===== src/rtl/spi_pp_pkg.sv =====
package spi_pp_pkg;

    localparam logic [7:0] OP_PROGRAM = 8'h02;
    localparam logic [7:0] OP_WREN    = 8'h06;

    typedef enum logic [2:0] {
        DEC_IDLE,
        DEC_OPCODE,
        DEC_ADDR,
        DEC_DATA,
        DEC_SKIP
    } dec_state_t;

    typedef enum logic [2:0] {
        SEQ_IDLE,
        SEQ_SCAN,
        SEQ_READ,
        SEQ_WRITE,
        SEQ_HOLD
    } seq_state_t;

endpackage


===== src/rtl/spi_pp_frontend.sv =====
// Synchronises the serial pins and produces bit strobes and select edges.
module spi_pp_frontend #(
    parameter int SYNC_STAGES = 2
) (
    input  logic clk,
    input  logic rst_n,
    input  logic csn_in,
    input  logic sck_in,
    input  logic mosi_in,
    output logic sel,
    output logic bit_stb,
    output logic bit_val,
    output logic cs_rise
);

    logic [SYNC_STAGES-1:0] csn_sync;
    logic [SYNC_STAGES-1:0] sck_sync;
    logic [SYNC_STAGES-1:0] mosi_sync;
    logic                   csn_prev;
    logic                   sck_prev;

    always_ff @(posedge clk or negedge rst_n) begin
        if (!rst_n) begin
            csn_sync  <= '1;
            sck_sync  <= '0;
            mosi_sync <= '0;
            csn_prev  <= 1'b1;
            sck_prev  <= 1'b0;
        end else begin
            csn_sync  <= {csn_sync[SYNC_STAGES-2:0], csn_in};
            sck_sync  <= {sck_sync[SYNC_STAGES-2:0], sck_in};
            mosi_sync <= {mosi_sync[SYNC_STAGES-2:0], mosi_in};
            csn_prev  <= csn_sync[SYNC_STAGES-1];
            sck_prev  <= sck_sync[SYNC_STAGES-1];
        end
    end

    always_comb begin
        sel     = ~csn_sync[SYNC_STAGES-1];
        cs_rise = csn_sync[SYNC_STAGES-1] & ~csn_prev;
        bit_stb = sck_sync[SYNC_STAGES-1] & ~sck_prev & ~csn_sync[SYNC_STAGES-1];
        bit_val = mosi_sync[SYNC_STAGES-1];
    end

endmodule


===== src/rtl/spi_pp_decoder.sv =====
// Command decoder: opcode, address, data placement and write-enable flag.
module spi_pp_decoder
    import spi_pp_pkg::*;
#(
    parameter int ADDR_W    = 24,
    parameter int DC_BITS   = 2,
    parameter int PAGE_BITS = 8,
    parameter int AW_K      = ADDR_W - DC_BITS,
    parameter int PG_W      = AW_K - PAGE_BITS
) (
    input  logic                 clk,
    input  logic                 rst_n,
    input  logic                 sel,
    input  logic                 bit_stb,
    input  logic                 bit_val,
    input  logic                 cs_rise,
    input  logic                 busy,
    input  logic                 prog_done,
    input  logic                 page_locked,
    output logic                 wel,
    output logic                 start,
    output logic [PG_W-1:0]      page,
    output logic                 buf_clear,
    output logic                 buf_we,
    output logic [PAGE_BITS-1:0] buf_off,
    output logic [7:0]           buf_wdata
);

    localparam int ADDR_BYTES = ADDR_W / 8;

    dec_state_t state_q, state_d;

    logic [2:0]           bit_cnt_q;
    logic [6:0]           shift_q;
    logic [1:0]           abyte_q;
    logic [AW_K-1:0]      addr_q;
    logic [PAGE_BITS-1:0] off_q;
    logic                 got_data_q;
    logic                 wren_q;
    logic                 wel_q;

    logic                 byte_done;
    logic [7:0]           byte_val;
    logic [AW_K-1:0]      addr_next;
    logic                 accept;
    logic                 last_addr;
    logic                 data_byte;

    always_comb begin
        byte_done = bit_stb && (bit_cnt_q == 3'd7);
        byte_val  = {shift_q, bit_val};
        addr_next = {addr_q[AW_K-9:0], byte_val};
        accept    = (state_q == DEC_OPCODE) && byte_done &&
                    (byte_val == OP_PROGRAM) && wel_q && !busy;
        last_addr = (state_q == DEC_ADDR) && byte_done &&
                    (abyte_q == 2'(ADDR_BYTES - 1));
        data_byte = (state_q == DEC_DATA) && byte_done;
    end

    // next state
    always_comb begin
        state_d = state_q;
        if (!sel) begin
            state_d = DEC_IDLE;
        end else begin
            unique case (state_q)
                DEC_IDLE:   state_d = DEC_OPCODE;
                DEC_OPCODE: if (byte_done) state_d = accept ? DEC_ADDR : DEC_SKIP;
                DEC_ADDR:   if (last_addr) state_d = DEC_DATA;
                DEC_DATA:   state_d = DEC_DATA;
                DEC_SKIP:   state_d = DEC_SKIP;
                default:    state_d = DEC_IDLE;
            endcase
        end
    end

    // state register
    always_ff @(posedge clk or negedge rst_n) begin
        if (!rst_n) state_q <= DEC_IDLE;
        else        state_q <= state_d;
    end

    // datapath registers
    always_ff @(posedge clk or negedge rst_n) begin
        if (!rst_n) begin
            bit_cnt_q  <= '0;
            shift_q    <= '0;
            abyte_q    <= '0;
            addr_q     <= '0;
            off_q      <= '0;
            got_data_q <= 1'b0;
            wren_q     <= 1'b0;
            wel_q      <= 1'b0;
        end else begin
            if (!sel)         bit_cnt_q <= '0;
            else if (bit_stb) bit_cnt_q <= bit_cnt_q + 3'd1;

            if (bit_stb) shift_q <= {shift_q[5:0], bit_val};

            if (accept)                                abyte_q <= '0;
            else if (state_q == DEC_ADDR && byte_done) abyte_q <= abyte_q + 2'd1;

            if (state_q == DEC_ADDR && byte_done) addr_q <= addr_next;

            if (last_addr)      off_q <= addr_next[PAGE_BITS-1:0];
            else if (data_byte) off_q <= off_q + 1'b1;

            if (accept)         got_data_q <= 1'b0;
            else if (data_byte) got_data_q <= 1'b1;

            if (state_q == DEC_OPCODE && byte_done) wren_q <= (byte_val == OP_WREN);
            else if (bit_stb || !sel)               wren_q <= 1'b0;

            if (prog_done)                      wel_q <= 1'b0;
            else if (cs_rise && wren_q && !busy) wel_q <= 1'b1;
        end
    end

    // outputs
    always_comb begin
        wel       = wel_q;
        page      = addr_q[AW_K-1:PAGE_BITS];
        buf_clear = accept;
        buf_we    = data_byte;
        buf_off   = off_q;
        buf_wdata = byte_val;
        start     = cs_rise && (state_q == DEC_DATA) && (bit_cnt_q == 3'd0) &&
                    got_data_q && !page_locked && !busy;
    end

endmodule


===== src/rtl/spi_pp_pagebuf.sv =====
// Page staging buffer with a received-offset flag per byte.
module spi_pp_pagebuf #(
    parameter int PAGE_BITS = 8,
    parameter int PAGE_SZ   = 1 << PAGE_BITS
) (
    input  logic                 clk,
    input  logic                 rst_n,
    input  logic                 clear,
    input  logic                 we,
    input  logic [PAGE_BITS-1:0] waddr,
    input  logic [7:0]           wdata,
    input  logic [PAGE_BITS-1:0] raddr,
    output logic [7:0]           rdata,
    output logic                 rflag
);

    logic [7:0]         mem_q [PAGE_SZ];
    logic [PAGE_SZ-1:0] flag_q;

    always_ff @(posedge clk) begin
        if (we) mem_q[waddr] <= wdata;
    end

    always_ff @(posedge clk or negedge rst_n) begin
        if (!rst_n)     flag_q        <= '0;
        else if (clear) flag_q        <= '0;
        else if (we)    flag_q[waddr] <= 1'b1;
    end

    always_comb begin
        rdata = mem_q[raddr];
        rflag = flag_q[raddr];
    end

endmodule


===== src/rtl/spi_pp_sequencer.sv =====
// Self-timed program cycle: walks flagged offsets, read-AND-write, then holds.
module spi_pp_sequencer
    import spi_pp_pkg::*;
#(
    parameter int PAGE_BITS = 8,
    parameter int PG_W      = 14,
    parameter int T_PP      = 1000
) (
    input  logic                      clk,
    input  logic                      rst_n,
    input  logic                      start,
    input  logic [PG_W-1:0]           page,
    output logic [PAGE_BITS-1:0]      buf_off,
    input  logic [7:0]                buf_rdata,
    input  logic                      buf_flag,
    input  logic [7:0]                arr_rdata,
    output logic                      busy,
    output logic                      done,
    output logic                      arr_rd,
    output logic                      arr_we,
    output logic [PG_W+PAGE_BITS-1:0] arr_addr,
    output logic [7:0]                arr_wdata
);

    localparam int TIMER_W = $clog2(T_PP + 1);
    localparam logic [TIMER_W-1:0] TIMER_END = TIMER_W'(T_PP - 1);
    localparam logic [PAGE_BITS-1:0] LAST_OFF = '1;

    seq_state_t state_q, state_d;

    logic [PAGE_BITS-1:0] off_q;
    logic [TIMER_W-1:0]   timer_q;
    logic                 at_last;
    logic                 expired;

    always_comb begin
        at_last = (off_q == LAST_OFF);
        expired = (timer_q >= TIMER_END);
    end

    // next state
    always_comb begin
        state_d = state_q;
        unique case (state_q)
            SEQ_IDLE:  if (start) state_d = SEQ_SCAN;
            SEQ_SCAN:  begin
                if (buf_flag)     state_d = SEQ_READ;
                else if (at_last) state_d = SEQ_HOLD;
            end
            SEQ_READ:  state_d = SEQ_WRITE;
            SEQ_WRITE: state_d = at_last ? SEQ_HOLD : SEQ_SCAN;
            SEQ_HOLD:  if (expired) state_d = SEQ_IDLE;
            default:   state_d = SEQ_IDLE;
        endcase
    end

    // state register
    always_ff @(posedge clk or negedge rst_n) begin
        if (!rst_n) state_q <= SEQ_IDLE;
        else        state_q <= state_d;
    end

    // offset walker and cycle timer
    always_ff @(posedge clk or negedge rst_n) begin
        if (!rst_n) begin
            off_q   <= '0;
            timer_q <= '0;
        end else begin
            if (state_q == SEQ_IDLE) begin
                off_q   <= '0;
                timer_q <= '0;
            end else begin
                timer_q <= timer_q + 1'b1;
                if ((state_q == SEQ_SCAN && !buf_flag && !at_last) ||
                    (state_q == SEQ_WRITE && !at_last))
                    off_q <= off_q + 1'b1;
            end
        end
    end

    // outputs
    always_comb begin
        busy      = (state_q != SEQ_IDLE);
        done      = (state_q == SEQ_HOLD) && expired;
        arr_rd    = (state_q == SEQ_READ);
        arr_we    = (state_q == SEQ_WRITE);
        arr_addr  = {page, off_q};
        arr_wdata = arr_rdata & buf_rdata;
        buf_off   = off_q;
    end

endmodule


===== src/rtl/spi_pp_engine.sv =====
// Top: serial page-program command engine.
module spi_pp_engine #(
    parameter int ADDR_W      = 24,
    parameter int DC_BITS     = 2,
    parameter int PAGE_BITS   = 8,
    parameter int SYNC_STAGES = 2,
    parameter int T_PP        = 1000,
    parameter int AW_K        = ADDR_W - DC_BITS,
    parameter int PG_W        = AW_K - PAGE_BITS
) (
    input  logic            clk,
    input  logic            rst_n,
    input  logic            spi_csn,
    input  logic            spi_sck,
    input  logic            spi_mosi,
    input  logic            page_locked,
    output logic [PG_W-1:0] cmd_page,
    input  logic [7:0]      arr_rdata,
    output logic            arr_rd,
    output logic            arr_we,
    output logic [AW_K-1:0] arr_addr,
    output logic [7:0]      arr_wdata,
    output logic            wip,
    output logic            wel
);

    logic                 sel, bit_stb, bit_val, cs_rise;
    logic                 start, prog_done, busy;
    logic                 buf_clear, buf_we, buf_flag;
    logic [PAGE_BITS-1:0] buf_woff, buf_roff;
    logic [7:0]           buf_wdata, buf_rdata;

    spi_pp_frontend #(.SYNC_STAGES(SYNC_STAGES)) u_front (
        .clk     (clk),
        .rst_n   (rst_n),
        .csn_in  (spi_csn),
        .sck_in  (spi_sck),
        .mosi_in (spi_mosi),
        .sel     (sel),
        .bit_stb (bit_stb),
        .bit_val (bit_val),
        .cs_rise (cs_rise)
    );

    spi_pp_decoder #(
        .ADDR_W    (ADDR_W),
        .DC_BITS   (DC_BITS),
        .PAGE_BITS (PAGE_BITS),
        .AW_K      (AW_K),
        .PG_W      (PG_W)
    ) u_dec (
        .clk         (clk),
        .rst_n       (rst_n),
        .sel         (sel),
        .bit_stb     (bit_stb),
        .bit_val     (bit_val),
        .cs_rise     (cs_rise),
        .busy        (busy),
        .prog_done   (prog_done),
        .page_locked (page_locked),
        .wel         (wel),
        .start       (start),
        .page        (cmd_page),
        .buf_clear   (buf_clear),
        .buf_we      (buf_we),
        .buf_off     (buf_woff),
        .buf_wdata   (buf_wdata)
    );

    spi_pp_pagebuf #(.PAGE_BITS(PAGE_BITS)) u_buf (
        .clk   (clk),
        .rst_n (rst_n),
        .clear (buf_clear),
        .we    (buf_we),
        .waddr (buf_woff),
        .wdata (buf_wdata),
        .raddr (buf_roff),
        .rdata (buf_rdata),
        .rflag (buf_flag)
    );

    spi_pp_sequencer #(
        .PAGE_BITS (PAGE_BITS),
        .PG_W      (PG_W),
        .T_PP      (T_PP)
    ) u_seq (
        .clk       (clk),
        .rst_n     (rst_n),
        .start     (start),
        .page      (cmd_page),
        .buf_off   (buf_roff),
        .buf_rdata (buf_rdata),
        .buf_flag  (buf_flag),
        .arr_rdata (arr_rdata),
        .busy      (busy),
        .done      (prog_done),
        .arr_rd    (arr_rd),
        .arr_we    (arr_we),
        .arr_addr  (arr_addr),
        .arr_wdata (arr_wdata)
    );

    assign wip = busy;

endmodule


===== config.mk =====
export PLATFORM = sky130hd
export DESIGN_NAME = spi_pp_engine
export DESIGN_NICKNAME = d
export VERILOG_FILES = /design/src/rtl/spi_pp_pkg.sv /design/src/rtl/spi_pp_frontend.sv /design/src/rtl/spi_pp_decoder.sv /design/src/rtl/spi_pp_pagebuf.sv /design/src/rtl/spi_pp_sequencer.sv /design/src/rtl/spi_pp_engine.sv
export SDC_FILE = /design/constraint.sdc
export NUM_CORES = 2
export LEC_CHECK = 0
export ABC_AREA = 1
export BUFFER_PORTS_ARGS = -buffer_cell sky130_fd_sc_hd__buf_2
export CAP_MARGIN = 20
export CORE_MARGIN = 2
export CORE_UTILIZATION = 25
export CTS_CLUSTER_SIZE = 10
export DETAILED_ROUTE_END_ITERATION = 12
export MAX_ROUTING_LAYER = met4
export PLACE_DENSITY = 0.45
export SLEW_MARGIN = 5
export SYNTH_ARGS = -nofsm -noshare
export SYNTH_HDL_FRONTEND = slang
export SYNTH_SLANG_ARGS = --single-unit

===== constraint.sdc =====
create_clock -name clk -period 7 [get_ports clk]
set_input_delay 1.4 -clock clk [delete_from_list [all_inputs] [get_ports clk]]
set_output_delay 1.4 -clock clk [all_outputs]
set_load 0.03 [all_outputs]

==> run_results.csv <==
group,metric,value,unit
clocking,post_cts_resized,0,
clocking,clk_pin_slew,60,ps
synth,synth-main-ff-cell,"edfxtp_1",
clocking,clk_latency,870,ps
cells_and_area,fin_nets,7881,
setup_path,cp.required,5600,ps
clocking,cts.path.max_buffers,4,
sta,setup_tns,0,ps
sta,report.final.slew_viol_count,0,
clocking,cts_made_buffers,288,
drt,wl_met2,141,mm
global_routing,grt_antenna_before_repair,19,
power,ir_drop,176,µV
place,dp_hpwl,170,mm
power,power_density,279,nW/µm²
synth,muxShareOfSynthArea,0,
flow_run,maxCapViolCount,0,
clocking,cts_tree,"yes",
synth,ys_types,38,
sta,rsz0062_at_grt,"false",
clocking,ctsRootBufferMaster,"clkbuf_16",
drt,drt_wl_total,308,mm
global_routing,grt_pass1_wl,449,mm
die,die_area,390000,µm²
power,p_leak,0.0375,µW
global_routing,grt_pass1_vias,62781,
place,io_buffers,61,
synth,synth_fp_nets,7987,
setup_path,end_kind,"output port",
synth,synth_top_family_by_area,"simple AND/OR/NAND/NOR gates",
synth,synth-seq-area-share,0.725,
die,die_x,625,µm
drt,via_per_inst,4.91,
clocking,cts_sinks,2381,
die,fp.coreArea,383000,µm²
drt,initialDrtViolationCount,6774,
drt,routedWlPerCell,23.5,µm
synth,async_flop_share,0.140,
synth,synth_top_area_frac,0.638,
drt,m1WireLength,141,mm
sta,fmax,148,MHz
synth,synth_area_leaders,"edfxtp_1 64%, dfrtp_1 8.6%, o21ai_0 5.2%",
synth,syn_avg_cell_area,12.1,µm²
setup_path,cp_cell_sequence,"inv_16 > buf_4 > o21ai_0 > o22ai_1 > nand2_1 > nand3_1 > nand3_1 > nand3_1 > nand3_1 > nand2_1 > a31oi_1 > nor2_1 > buf_2",
synth,synthCells,7963,
die,ios,62,
global_routing,gr-total-overflow,0,
synth,synth-simple-area-share,0.132,
sta,tightest_slew,1250,ps
synth,synth_compound_area_frac,0.111,
setup_path,start_kind,"flop",
die,start_util,0.252,
setup_path,max_stage_delay,690,ps
synth,synth-adder-area-share,0.00130,
global_routing,grt_max_degree,186,
synth,synth-edff-count,2048,
die,die_y,625,µm
synth,synth_most_common_cell,"edfxtp_1",
cells_and_area,layout-drive-gt1-share,0.0773,
setup_path,path_common_cell,"nand3_1",
synth,synth_top_area_cell,"edfxtp_1",
clocking,cts_setup_buffers,0,
place,gp_congestion,0.794,
synth,yosys_warnings,0,
drt,drtAntennaViolNets,0,
clocking,hold_buffers,0,
clocking,cts_htree_levels,5,
drt,num_vias,64366,
die,rows,227,
synth,synth_xor_area_frac,0.000273,
setup_path,crit_type,"flop to output port",
setup_path,critPathMaxFanout,148,
drt,highest_layer,"met4",
cells_and_area,postLayoutCoreUtil,0.289,
drt,firstDrtPassIters,6,
sta,maxSlewHeadroom,0.168,
synth,syn_area,96300,µm²
drt,drc,0,
sta,finalHoldViolCount,0,
worst_hold_path,hold_path_class,"flop to flop",
synth,ys_ff_latch,2381,
setup_path,worstPathArrival,5330,ps
sta,fin_crit,6730,ps
sta,skew,59.0,ps
drt,wl_met3,17.6,mm
sta,setup_violations,0,
outcome,status,"finished, final reports clean",
cells_and_area,syn2layout_area_growth,14.8,%
sta,post-route-period-util,0.962,
setup_path,critPathSlowestCell,"dfrtp_4",
synth,synth_common_cells,"2048 x edfxtp_1, 1297 x nor2_1, 996 x o21ai_0",
global_routing,grt_util_all_layers,0.158,
## path summary, 6_finish.rpt
check / start / endpoint / slack (ps) / cells after the start
min: u_front.sck_sync[0]$_DFF_PN0_ / u_front.sck_sync[1]$_DFF_PN0_ / 350 / 0
min reg2reg: u_front.sck_sync[0]$_DFF_PN0_ / u_front.sck_sync[1]$_DFF_PN0_ / 350 / 0
max: u_seq.buf_off[0]$_DFFE_PN0P_ / arr_wdata[1] / 270 / 13
max in group asynchronous: rst_n / u_buf.flag_q[148]$_DFFE_PN0P_ / 5180 / 2
min in group asynchronous: rst_n / u_seq.state_q[2]$_DFFE_PN0P_ / 530 / 1
max reg2reg: u_seq.buf_off[1]$_DFFE_PN0P_ / u_seq.buf_off[2]$_DFFE_PN0P_ / 1880 / 15
## through the flow
stage               setup slack [ps]  total power [µW]  cells  hold slack, ps  cell area, µm²
finish                           265             30900  13121             353          111000
floorplan                       1960             16900   7963             331           96300
detailed placement              1220             17400  12596             342          102000
CTS                              283             31200  13105             354          111000
global route                     151             31800  13116             359          111000
global placement                1240             17400  12593             339          102000
## cell usage in the layout (no fill, tap or decap), types with 10 or more instances in the layout
cell / instances
edfxtp_1: 2048
nor2_1: 1297
o21ai_0: 996
nand2_1: 894
nand3_1: 743
o22ai_1: 517
dfrtp_1: 316
clkbuf_16: 296
o21a_1: 254
clkbuf_1: 181
buf_4: 98
o21ai_1: 70
buf_2: 60
inv_1: 59
buf_12: 42
nor2_4: 40
a21oi_1: 16
nor3_1: 14
dfrtp_4: 13
nand2_4: 10
ha_1: 10
## per-layer routing
metal | vias to the layer above | track usage
met5 | - | -
met4 | 0 | 0.0409
met3 | 456 | 0.0220
met2 | 1979 | 0.242
met1 | 33204 | 0.220
li1 | 28727 | -
## registers in the layout, summed over array words and instances, names as in the netlist, 2 cells and up
register / flops
u_dec.shift_q: 7
u_buf.flag_q: 256
u_front.mosi_sync: 2
u_front.sck_sync: 2
u_dec.buf_off: 8
u_seq.state_q: 3
u_dec.addr_q: 22
u_front.csn_sync: 2
u_dec.abyte_q: 2
u_seq.timer_q: 10
u_dec.bit_cnt_q: 3
u_seq.buf_off: 8
u_buf.mem_q: 2048
u_dec.state_q: 3
## power breakdown
| part | internal [µW] | switching [µW] |
|---|---|---|
| combinational | 61.4 | 794 |
| clock | 8030 | 5790 |
| sequential | 16000 | 190 |
## worst max-delay path: cells and delay by family (launching register included)
| kind | cells | cell delay [ps] |
|---|---|---|
| simple gates | 7 | 1840 |
| buf+inv | 3 | 1440 |
| flops | 1 | 690 |
| compound gates | 3 | 410 |
## final cells by class
class                           count  area [µm²]
Clock inverter                     25         298
Inverter                           68         294
Clock buffer                      484        8180
Tap cell                         5038        6300
Fill cell                       38987      272000
Antenna cell                        7        17.5
Multi-Input combinational cell   4909       23700
Sequential cell                  2381       69900
Timing Repair Buffer              209        2000
## kinds of logic (layout without fill, tap and decap cells)
logic type      after synthesis  count (layout)
simple gates               3024            3024
flops                      2381            2381
compound gates             1872            1872
buf+inv                     673             786
fa+ha+maj                    10              10
xor+xnor                      3               3
other cells                   0               7
Note: power is estimated with default switching activity, not from simulation.
